$ cat src/rtl/flash_id_pkg.sv
package flash_id_pkg;

  typedef enum logic [1:0] {
    ACT_NONE = 2'd0,
    ACT_WR   = 2'd1,
    ACT_RD   = 2'd2
  } act_e;

  // Order of steps is the bus order; skipped steps cost one cycle each.
  typedef enum logic [4:0] {
    S_PRE    = 5'd0,
    S_RST_AA = 5'd1,
    S_RST_55 = 5'd2,
    S_RST_F0 = 5'd3,
    S_ENT_AA = 5'd4,
    S_ENT_55 = 5'd5,
    S_ENT_90 = 5'd6,
    S_ID0    = 5'd7,
    S_ID1    = 5'd8,
    S_ID0X   = 5'd9,
    S_ID1X   = 5'd10,
    S_EX_AA  = 5'd11,
    S_EX_55  = 5'd12,
    S_EX_F0  = 5'd13,
    S_AR0    = 5'd14,
    S_AR1    = 5'd15,
    S_AR0X   = 5'd16,
    S_AR1X   = 5'd17,
    S_FIN    = 5'd18
  } step_e;

  typedef enum logic [1:0] {
    P_IDLE  = 2'd0,
    P_ISSUE = 2'd1,
    P_WAIT  = 2'd2
  } phase_e;

  localparam logic [7:0]  CMD_UNLK_A = 8'hAA;
  localparam logic [7:0]  CMD_UNLK_B = 8'h55;
  localparam logic [7:0]  CMD_IDENT  = 8'h90;
  localparam logic [7:0]  CMD_RESET  = 8'hF0;
  localparam logic [7:0]  CONT_CODE  = 8'h7F;
  localparam logic [15:0] ADR_ODD    = 16'h5555;
  localparam logic [15:0] ADR_EVEN   = 16'h2AAA;
  localparam logic [15:0] EXT_ADR_M  = 16'h0100;
  localparam logic [15:0] EXT_ADR_D  = 16'h0101;

endpackage

$ cat src/rtl/fid_step_decode.sv
module fid_step_decode
  import flash_id_pkg::*;
#(
  parameter int DW      = 24,
  parameter int GAP_CYC = 500
) (
  input  step_e          step,
  input  logic           shifted,
  input  logic [1:0]     mask_sel,
  input  logic           long_rst,
  input  logic [DW-1:0]  dly_ent,
  input  logic [DW-1:0]  dly_ext,
  input  logic           id0_cont,
  input  logic           id1_cont,
  input  logic           ar0_cont,
  input  logic           ar1_cont,
  output act_e           act,
  output logic [15:0]    addr,
  output logic [7:0]     wdata,
  output logic [DW-1:0]  post
);

  localparam logic [DW-1:0] GAP = DW'(GAP_CYC);

  logic [15:0]   mask;
  logic [15:0]   a_first;
  logic [15:0]   a_second;
  logic [15:0]   off_dev;
  logic [DW-1:0] gap_ent;
  logic [DW-1:0] gap_ext;

  always_comb begin
    case (mask_sel)
      2'd1:    mask = 16'h07FF;
      2'd2:    mask = 16'h0FFF;
      default: mask = 16'hFFFF;
    endcase
    a_first  = (shifted ? ADR_EVEN : ADR_ODD) & mask;
    a_second = (shifted ? ADR_ODD : ADR_EVEN) & mask;
    off_dev  = shifted ? 16'd2 : 16'd1;
    gap_ent  = (dly_ent != '0) ? GAP : '0;
    gap_ext  = (dly_ext != '0) ? GAP : '0;
  end

  always_comb begin
    act   = ACT_NONE;
    addr  = 16'h0000;
    wdata = 8'h00;
    post  = '0;
    case (step)
      S_PRE: post = dly_ent;
      S_RST_AA, S_EX_AA: if (long_rst) begin
        act = ACT_WR; addr = a_first; wdata = CMD_UNLK_A; post = gap_ext;
      end
      S_RST_55, S_EX_55: if (long_rst) begin
        act = ACT_WR; addr = a_second; wdata = CMD_UNLK_B; post = gap_ext;
      end
      S_RST_F0, S_EX_F0: begin
        act = ACT_WR; addr = a_first; wdata = CMD_RESET; post = dly_ext;
      end
      S_ENT_AA: begin
        act = ACT_WR; addr = a_first; wdata = CMD_UNLK_A; post = gap_ent;
      end
      S_ENT_55: begin
        act = ACT_WR; addr = a_second; wdata = CMD_UNLK_B; post = gap_ent;
      end
      S_ENT_90: begin
        act = ACT_WR; addr = a_first; wdata = CMD_IDENT; post = dly_ent;
      end
      S_ID0, S_AR0: begin act = ACT_RD; addr = 16'h0000; end
      S_ID1, S_AR1: begin act = ACT_RD; addr = off_dev; end
      S_ID0X: if (id0_cont) begin act = ACT_RD; addr = EXT_ADR_M; end
      S_ID1X: if (id1_cont) begin act = ACT_RD; addr = EXT_ADR_D; end
      S_AR0X: if (ar0_cont) begin act = ACT_RD; addr = EXT_ADR_M; end
      S_AR1X: if (ar1_cont) begin act = ACT_RD; addr = EXT_ADR_D; end
      default: ;
    endcase
  end

endmodule

$ cat src/rtl/fid_delay_timer.sv
module fid_delay_timer #(
  parameter int DW = 24
) (
  input  logic          clk,
  input  logic          rst_n,
  input  logic          load,
  input  logic [DW-1:0] load_val,
  output logic          last
);

  logic [DW-1:0] cnt_q;
  logic [DW-1:0] cnt_d;

  always_comb begin
    cnt_d = cnt_q;
    if (load)              cnt_d = load_val;
    else if (cnt_q != '0)  cnt_d = cnt_q - DW'(1);
  end

  always_ff @(posedge clk or negedge rst_n) begin
    if (!rst_n) cnt_q <= '0;
    else        cnt_q <= cnt_d;
  end

  assign last = (cnt_q == DW'(1));

endmodule

$ cat src/rtl/fid_id_capture.sv
module fid_id_capture
  import flash_id_pkg::*;
(
  input  logic        clk,
  input  logic        rst_n,
  input  logic        clr,
  input  logic        en,
  input  step_e       step,
  input  logic [7:0]  rdata,
  output logic [15:0] man_id,
  output logic [15:0] dev_id,
  output logic [15:0] man_arr,
  output logic [15:0] dev_arr
);

  logic [15:0] man_d, dev_d, marr_d, darr_d;

  always_comb begin
    man_d  = man_id;
    dev_d  = dev_id;
    marr_d = man_arr;
    darr_d = dev_arr;
    if (clr) begin
      man_d = '0; dev_d = '0; marr_d = '0; darr_d = '0;
    end else if (en) begin
      case (step)
        S_ID0:  man_d  = {8'h00, rdata};
        S_ID1:  dev_d  = {8'h00, rdata};
        S_ID0X: man_d  = {man_id[7:0], rdata};
        S_ID1X: dev_d  = {dev_id[7:0], rdata};
        S_AR0:  marr_d = {8'h00, rdata};
        S_AR1:  darr_d = {8'h00, rdata};
        S_AR0X: marr_d = {man_arr[7:0], rdata};
        S_AR1X: darr_d = {dev_arr[7:0], rdata};
        default: ;
      endcase
    end
  end

  always_ff @(posedge clk or negedge rst_n) begin
    if (!rst_n) begin
      man_id  <= '0;
      dev_id  <= '0;
      man_arr <= '0;
      dev_arr <= '0;
    end else begin
      man_id  <= man_d;
      dev_id  <= dev_d;
      man_arr <= marr_d;
      dev_arr <= darr_d;
    end
  end

endmodule

$ cat src/rtl/flash_id_probe.sv
module flash_id_probe
  import flash_id_pkg::*;
#(
  parameter int DLY_W   = 24,
  parameter int ENT_DEF = 500000,
  parameter int EXT_DEF = 2000,
  parameter int GAP_CYC = 500
) (
  input  logic             clk,
  input  logic             rst_n,
  input  logic             start,
  input  logic             cfg_shifted,
  input  logic [1:0]       cfg_mask_sel,
  input  logic             cfg_long_reset,
  input  logic [1:0]       cfg_tmode,
  input  logic [DLY_W-1:0] cfg_tval,
  input  logic [15:0]      exp_man,
  input  logic [15:0]      exp_dev,
  output logic             bus_req,
  output logic             bus_we,
  output logic [15:0]      bus_addr,
  output logic [7:0]       bus_wdata,
  input  logic             bus_ack,
  input  logic [7:0]       bus_rdata,
  output logic             busy,
  output logic             done,
  output logic [15:0]      id_man,
  output logic [15:0]      id_dev,
  output logic             id_match,
  output logic             parity_err,
  output logic             man_is_array,
  output logic             dev_is_array
);

  localparam int DW = DLY_W;

  // reset: asynchronous assert, synchronous release
  logic rst_meta_q, rst_n_i;
  always_ff @(posedge clk or negedge rst_n) begin
    if (!rst_n) begin
      rst_meta_q <= 1'b0;
      rst_n_i    <= 1'b0;
    end else begin
      rst_meta_q <= 1'b1;
      rst_n_i    <= rst_meta_q;
    end
  end

  phase_e        phase_q, phase_d;
  step_e         step_q, step_d;
  logic          done_q, done_d;
  logic          sh_q, long_q;
  logic [1:0]    msel_q;
  logic [DW-1:0] ent_q, ext_q, ent_sel, ext_sel;
  logic          latch, clr, load, cap_en, tmr_last;
  act_e          act;
  logic [15:0]   addr;
  logic [7:0]    wdata;
  logic [DW-1:0] post;
  logic [15:0]   man_arr, dev_arr;

  always_comb begin
    case (cfg_tmode)
      2'd1:    begin ent_sel = '0;       ext_sel = '0;       end
      2'd2:    begin ent_sel = cfg_tval; ext_sel = cfg_tval; end
      default: begin ent_sel = DW'(ENT_DEF); ext_sel = DW'(EXT_DEF); end
    endcase
  end

  fid_step_decode #(.DW(DW), .GAP_CYC(GAP_CYC)) u_dec (
    .step     (step_q),
    .shifted  (sh_q),
    .mask_sel (msel_q),
    .long_rst (long_q),
    .dly_ent  (ent_q),
    .dly_ext  (ext_q),
    .id0_cont (id_man[7:0] == CONT_CODE),
    .id1_cont (id_dev[7:0] == CONT_CODE),
    .ar0_cont (man_arr[7:0] == CONT_CODE),
    .ar1_cont (dev_arr[7:0] == CONT_CODE),
    .act      (act),
    .addr     (addr),
    .wdata    (wdata),
    .post     (post)
  );

  fid_delay_timer #(.DW(DW)) u_tmr (
    .clk      (clk),
    .rst_n    (rst_n_i),
    .load     (load),
    .load_val (post),
    .last     (tmr_last)
  );

  fid_id_capture u_cap (
    .clk     (clk),
    .rst_n   (rst_n_i),
    .clr     (clr),
    .en      (cap_en),
    .step    (step_q),
    .rdata   (bus_rdata),
    .man_id  (id_man),
    .dev_id  (id_dev),
    .man_arr (man_arr),
    .dev_arr (dev_arr)
  );

  // next-state logic
  always_comb begin
    phase_d = phase_q;
    step_d  = step_q;
    done_d  = 1'b0;
    latch   = 1'b0;
    clr     = 1'b0;
    load    = 1'b0;
    cap_en  = 1'b0;
    case (phase_q)
      P_IDLE: if (start) begin
        latch   = 1'b1;
        clr     = 1'b1;
        step_d  = S_PRE;
        phase_d = P_ISSUE;
      end
      P_ISSUE: begin
        if (step_q == S_FIN) begin
          phase_d = P_IDLE;
          done_d  = 1'b1;
        end else if (act == ACT_NONE || bus_ack) begin
          cap_en = (act == ACT_RD);
          if (post == '0) begin
            step_d = step_e'(step_q + 5'd1);
          end else begin
            load    = 1'b1;
            phase_d = P_WAIT;
          end
        end
      end
      P_WAIT: if (tmr_last) begin
        step_d  = step_e'(step_q + 5'd1);
        phase_d = P_ISSUE;
      end
      default: phase_d = P_IDLE;
    endcase
  end

  always_ff @(posedge clk or negedge rst_n_i) begin
    if (!rst_n_i) begin
      phase_q <= P_IDLE;
      step_q  <= S_PRE;
      done_q  <= 1'b0;
      sh_q    <= 1'b0;
      long_q  <= 1'b0;
      msel_q  <= 2'd0;
      ent_q   <= '0;
      ext_q   <= '0;
    end else begin
      phase_q <= phase_d;
      step_q  <= step_d;
      done_q  <= done_d;
      if (latch) begin
        sh_q   <= cfg_shifted;
        long_q <= cfg_long_reset;
        msel_q <= cfg_mask_sel;
        ent_q  <= ent_sel;
        ext_q  <= ext_sel;
      end
    end
  end

  assign bus_req      = (phase_q == P_ISSUE) && (act != ACT_NONE);
  assign bus_we       = (act == ACT_WR);
  assign bus_addr     = addr;
  assign bus_wdata    = wdata;
  assign busy         = (phase_q != P_IDLE);
  assign done         = done_q;
  assign id_match     = (id_man == exp_man) && (id_dev == exp_dev);
  assign parity_err   = ~(^id_man[7:0]);
  assign man_is_array = (id_man == man_arr);
  assign dev_is_array = (id_dev == dev_arr);

endmodule

$ cat config.mk
export PLATFORM = sky130hd
export DESIGN_NAME = flash_id_probe
export DESIGN_NICKNAME = d
export VERILOG_FILES = /design/src/rtl/flash_id_pkg.sv /design/src/rtl/fid_step_decode.sv /design/src/rtl/fid_delay_timer.sv /design/src/rtl/fid_id_capture.sv /design/src/rtl/flash_id_probe.sv
export SDC_FILE = /design/constraint.sdc
export NUM_CORES = 1
export LEC_CHECK = 0
export CAP_MARGIN = 5
export CORE_MARGIN = 5
export CORE_UTILIZATION = 35
export CTS_BUF_LIST = sky130_fd_sc_hd__clkbuf_4
export DETAILED_ROUTE_END_ITERATION = 12
export GPL_ROUTABILITY_DRIVEN = 1
export HOLD_SLACK_MARGIN = 0.06
export PLACE_DENSITY_LB_ADDON = 0.08
export SLEW_MARGIN = 20
export SYNTH_ARGS = -nofsm -noshare
export SYNTH_HDL_FRONTEND = slang
export SYNTH_SLANG_ARGS = --single-unit
export TNS_END_PERCENT = 20
$ cat constraint.sdc
create_clock -name clk -period 5.8 [get_ports clk]
set_input_delay 0.58 -clock clk [delete_from_list [all_inputs] [get_ports clk]]
set_output_delay 0.58 -clock clk [all_outputs]
set_load 0.02 [all_outputs]
==> results of run 1 <==
[sequential cells by signal, indices dropped and copies added, names as in the netlist, 2 cells and up]
register       count
msel_q             2
ext_q             11
u_cap.dev_arr     16
u_cap.man_id      16
step_q             5
u_cap.dev_id      16
ent_q             24
u_cap.man_arr     16
phase_q            2
u_tmr.cnt_q       24
[worst max-delay path, cell delays in order, from the launching register on]
cell and delay, ns:
dfrtp_1 0.42, ha_1 0.30, or3b_2 0.50, a21oi_2 0.54, nor3b_2 0.19, a21oi_1 0.40
and2_1 0.19, clkdlybuf4s50_1 0.61
[final cells by class]
type,count,area share
clock inverter,15,0.0147
tap,280,0.0365
timing repair buffer,142,0.148
sequential,137,0.358
antenna,1,0.000261
inverter,21,0.00822
clock buffer,17,0.0133
multi-input combinational,584,0.421
[cells in the mapped netlist, drive strengths merged (4+ instances only)]
master,number,area share
dfrtp,137,0.44
nand2,127,0.061
o21ai,55,0.035
xor2,45,0.051
xnor2,39,0.044
mux2i,38,0.049
mux2,35,0.051
a22o,23,0.026
buf,23,0.022
nor4,23,0.018
inv,21,0.010
nor2,21,0.010
clkbuf,20,0.0096
ha,17,0.027
nand4,16,0.013
nor3,15,0.011
nand2b,14,0.012
a21oi,13,0.0093
and2,13,0.010
nand3,13,0.0090
a22oi,9,0.0087
nor2b,8,0.0064
o31ai,4,0.0039
o41ai,4,0.0045
or3,4,0.0032
[per-stage QoR]
step | util | power, mW | instance area (µm²) | hold WS, ns | setup slack, ns
finish | 0.438 | 5.04 | 9590 | 0.160 | 1.51
global route | 0.438 | 5.41 | 9590 | 0.114 | 1.27
CTS | 0.437 | 5.09 | 9570 | 0.105 | 1.48
detailed placement | 0.425 | 4.46 | 9300 | 0.339 | 2.14
global placement | 0.425 | 4.40 | 9300 | 0.340 | 2.25
floorplan | - | 3.51 | 7780 | 0.284 | 1.70
[worst min path at each step]
stage / from / to / slack, ns / cells after the start
final: rst_n / rst_n_i$_DFF_PN0_ / 0.16 / 1
after floorplan: rst_n / rst_meta_q$_DFF_PN0_ / 0.28 / 0
after detailed placement: rst_meta_q$_DFF_PN0_ / rst_n_i$_DFF_PN0_ / 0.34 / 0
after CTS: rst_n / rst_n_i$_DFF_PN0_ / 0.11 / 1
after global routing: rst_n / rst_n_i$_DFF_PN0_ / 0.11 / 1
after global placement: rst_meta_q$_DFF_PN0_ / rst_n_i$_DFF_PN0_ / 0.34 / 0
[placed cells by master, fill, tap and decap left out, types with 4 or more instances in the layout]
master / n
dfrtp_1: 136
clkdlybuf4s50_1: 136
nand2_1: 126
o21ai_0: 53
xor2_1: 45
xnor2_1: 39
mux2i_1: 38
mux2_2: 35
nor4_1: 23
a22o_1: 23
inv_1: 21
nor2_1: 21
ha_1: 17
clkbuf_4: 17
nand4_1: 16
nor3_1: 14
nand2b_1: 13
and2_1: 13
nand3_1: 12
a21oi_1: 11
a22oi_1: 9
nor2b_1: 8
buf_4: 5
o31ai_1: 4
or3_1: 4
o41ai_1: 4
inv_6: 4
clkinv_4: 4
[routing by layer]
layer | vias up | track usage
met1 | 3045 | 0.238
li1 | 2997 | -
met5 | - | 0
met2 | 208 | 0.281
met4 | 0 | 0.0458
met3 | 30 | 0.0406
[cells by family after synthesis]
family                   share of synthesized area
AND/OR/NAND/NOR                              0.181
flip-flops                                   0.440
AO/OA/AOI/OAI                                0.115
XOR/XNOR                                    0.0945
multiplexers                                0.0995
buffers and inverters                       0.0415
adder cells (fa/ha/maj)                     0.0273
other                                     0.000965
[power groups by stage]
stage               sequential, mW  combinational, mW  clock, mW
floorplan                     1.66               1.85          0
global route                  1.79               2.94      0.682
finish                        1.74               2.69      0.615
CTS                           1.74               2.70      0.642
detailed placement            1.77               2.69          0
global placement              1.75               2.65          0
==> results.toml, run 1 <==
[detailed_routing]
antenna_left = 0
vias = 6280
drt-initial-drc-count = 452
viasPerCell = 5.25
drt-met1-wl_um = 10400
wl_um = 22400
firstDrtPassIters = 5
drc_errors = 0
wire_per_inst_um = 18.7
wl_met2_um = 10400
dr.max_layer_used = "met4"
wl_met3_um = 1210

[power]
ir_drop_mv = 0.225
pwr-share-comb = 0.533
p_sw_mw = 2.28
p_seq_frac = 0.345
p_leak_nw = 4.05
power.density_nw_per_um2 = 526
pwr-share-clk = 0.122
p_int_mw = 2.76
switching_share = 0.453

[worst_setup_path]
setup.worst_path.start = "step_q[0]$_DFFE_PN0P_"
timing.rr.end = "u_cap.dev_arr[0]$_DFFE_PN0P_"
start_kind = "flop"
end_kind = "primary output"
path_max_fanout = 15
crit_type = "reg2out"
r2r_cells = 8
arrival_ns = 3.71
r2r_slack_ns = 2.28
reg2reg_from = "step_q[1]$_DFFE_PN0P_"
worstPathRequired_ns = 5.22
endpoint = "bus_addr[13]"

[global_routing]
gr-usage-all-layers = 0.175
grt_pass1_wl_um = 35800
grt_max_degree = 78
grt_antenna_before_repair = 1
grt_pass1_vias = 6349
overflow = 0

[clocking]
root_buffer = "clkbuf_4"
cts-buffers-inserted = 17
cts_buffer_depth = 2
cts_tree = "done"
worstSkewPairLatency_ns = 0.57
clkSinkCount = 137
clkSlewWorstSetupHoldPaths_ns = 0.12
cts_hold_buf = 0
postCtsSetupBuffers = 0
post_cts_resized = 0
htreeDepth = 4

[die]
initial_core_util = 0.356
num_io_pins = 138
die_x_um = 159
die_area_um2 = 25300
die_h_um = 159
rows = 54
core_um2 = 21900

[final_layout]
instances_no_fill = 1197
seq_area_um2 = 3430
multi_input_area_um2 = 4040
final_nets = 994
syn2layout_area_growth_pct = 23.2
final.fill_count = 2146
drive_gt1_frac = 0.0983

[logic_synthesis]
ys.flop_type = "dfrtp_1"
synth_cells = 785
syn_area_um2 = 7780
synthDistinctLibCells = 60
synth_nets = 876
ys_ff_latch = 137
yosysSeqAreaShare = 0.440
yosys_warnings = 0
synth-async-reset-ratio = 1.00
avgSynthCellArea_um2 = 9.92
synth-edff-count = 0

[sta]
finalCritPeriodShare = 0.740
rsz0062_at_grt = "false"
final_max_slew_viol_count = 0
max_freq_mhz = 233
setup_viol = 0
relSlewSlack = 0.322
min_period_ns = 4.29
worst_slew_pin_slew_ns = 1.01
final_hold_viol_count = 0
fin_worst_skew_ns = 0.0217
tns_ns = 0

[run]
cap_viol_max_count = 0

[placed_design]
place.gp.congestion = 0.827
dp_hpwl_um = 16700
dp.cells = 1163
io_buffers = 136

[run_status]
status = "completed"

[hold_path]
hp-class = "in2async"
Note: power is estimated with default switching activity, not from simulation.
==> run 2: changes to the inputs <==
Clock period 5.8 ns to 4.5 ns, I/O delays scaled along.
==> results.toml, run 2 (synthesis gave the netlist of run 1 again) <==
[run_status]
status = "completed"

[power]
p_leak_nw = 4.07
ir_drop_mv = 0.249
power.density_nw_per_um2 = 680

[final_layout]
instances_no_fill = 1197
drive_gt1_frac = 0.0983
reg_top3 = "ent_q (24), u_tmr.cnt_q (24)"
final_nets = 996
final_cell_mix = "136 x dfrtp_1, 136 x clkdlybuf4s50_1, 126 x nand2_1"
syn2layout_area_growth_pct = 23.5

[die]
initial_core_util = 0.356
die_h_um = 159
die_x_um = 159
die_area_um2 = 25300
num_io_pins = 138
rows = 54
core_um2 = 21900

[detailed_routing]
vias = 6193
viasPerCell = 5.17
antenna_left = 0
firstDrtPassIters = 5
drt-initial-drc-count = 353
drt-met1-wl_um = 10400
wl_met2_um = 10700
wire_per_inst_um = 18.9
wl_met3_um = 1180
dr.max_layer_used = "met4"
drc_errors = 0
wl_um = 22600

[sta]
setup_viol = 0
relSlewSlack = 0.320
fin_worst_skew_ns = 0.0299
rsz0062_at_grt = "false"
setup_slack_ns = 0.434
tns_ns = 0
final_max_slew_viol_count = 0
min_period_ns = 4.07
finalCritPeriodShare = 0.904
worst_slew_pin_slew_ns = 1.01
whs_ns = 0.367
max_freq_mhz = 246
final_hold_viol_count = 0

[worst_setup_path]
end_kind = "primary output"
start_kind = "flop"
r2r_slack_ns = 1.02
endpoint = "bus_req"
crit_type = "reg2out"
cp_slowest_cell = "clkdlybuf4s50_1"
worstPathRequired_ns = 4.05
r2r_cells = 8
setup.worst_path.start = "step_q[1]$_DFFE_PN0P_"
timing.rr.end = "u_cap.dev_id[7]$_DFFE_PN0P_"
crit_buf_inv = 2
path_max_fanout = 6
reg2reg_from = "step_q[0]$_DFFE_PN0P_"
arrival_ns = 3.62
cp_num_cells = 8
slowest_delay_ns = 0.66
crit_chain = "inv_1, ha_1, nor2b_1, nand2_1, o31ai_1, nor3_1, a21boi_0, clkdlybuf4s50_1"
critical_path.top_delay_family = "compound AO/OA/AOI/OAI gates"

[global_routing]
grt_pass1_vias = 6496
grt_max_degree = 70
grt_pass1_wl_um = 36700
overflow = 0
grt_antenna_before_repair = 1
gr-usage-all-layers = 0.179

[placed_design]
post-place-ws_ns = 0.961
dp_hpwl_um = 17100
dp.cells = 1165
io_buffers = 136
place.gp.congestion = 0.856

[hold_path]
hp-class = "reg2reg"

[clocking]
cts-buffers-inserted = 17
clkSinkCount = 137
worstSkewPairLatency_ns = 0.56
cts_tree = "done"
postCtsSetupBuffers = 0
clkSlewWorstSetupHoldPaths_ns = 0.11
post_cts_resized = 0
root_buffer = "clkbuf_4"
htreeDepth = 4
cts_buffer_depth = 2

[run]
cap_viol_max_count = 0
run 2: changes by cell type in the layout (fill, tap and decap cells not counted), sizes merged:
cell         before  now
inv              26   22
clkinvlp          3    2
dlygate4sd3       0    1
bufinv            1    3
clkinv            6    7
buf               6    7
run 2: worst min path at each step:
stage	start	slack (ns)	to	cells past startpoint
detailed placement	rst_meta_q$_DFF_PN0_	0.34	rst_n_i$_DFF_PN0_	0
CTS	rst_meta_q$_DFF_PN0_	0.38	rst_n_i$_DFF_PN0_	0
global route	rst_meta_q$_DFF_PN0_	0.39	rst_n_i$_DFF_PN0_	0
global placement	rst_meta_q$_DFF_PN0_	0.34	rst_n_i$_DFF_PN0_	0
floorplan	rst_n	0.15	rst_meta_q$_DFF_PN0_	0
finish	rst_meta_q$_DFF_PN0_	0.37	rst_n_i$_DFF_PN0_	0
run 2: timing repair:
action	4_1_cts	5_1_grt
endpoints found under the setup margin	0	0
hold endpoints to repair	2	0
hold buffers	1	0
run 2: where the power goes:
| group | total, mW | internal (mW) | switching, mW |
|---|---|---|---|
| clock | 0.842 | 0.376 | 0.466 |
| combinational | 3.45 | 1.64 | 1.82 |
| sequential | 2.24 | 1.64 | 0.605 |
| total | 6.54 | 3.65 | 2.89 |
run 2: final cells by class:
cell class	instances	area, µm²
clock buffers	17	128
multi-input cells	584	4040
clock inverters	13	155
flip-flops and latches	137	3430
diodes	1	2.50
well taps	280	350
inverters	21	78.8
fillers	2166	12300
repair buffers	144	1420
run 2: routing by layer:
| layer | track usage | up-vias |
|---|---|---|
| met3 | 0.0450 | 25 |
| met2 | 0.292 | 169 |
| li1 | - | 2990 |
| met1 | 0.238 | 3009 |
| met4 | 0.0504 | 0 |
| met5 | 0 | - |
run 2: per-stage QoR:
stage                     cell area (µm²)  utilization  total power [mW]
final                                9610        0.439              6.54
after global routing                 9610        0.439              7.02
after CTS                            9610        0.439              6.62
after detailed placement             9320        0.426              5.76
after global placement               9320        0.426              5.69
after floorplan                      7780            -              4.53
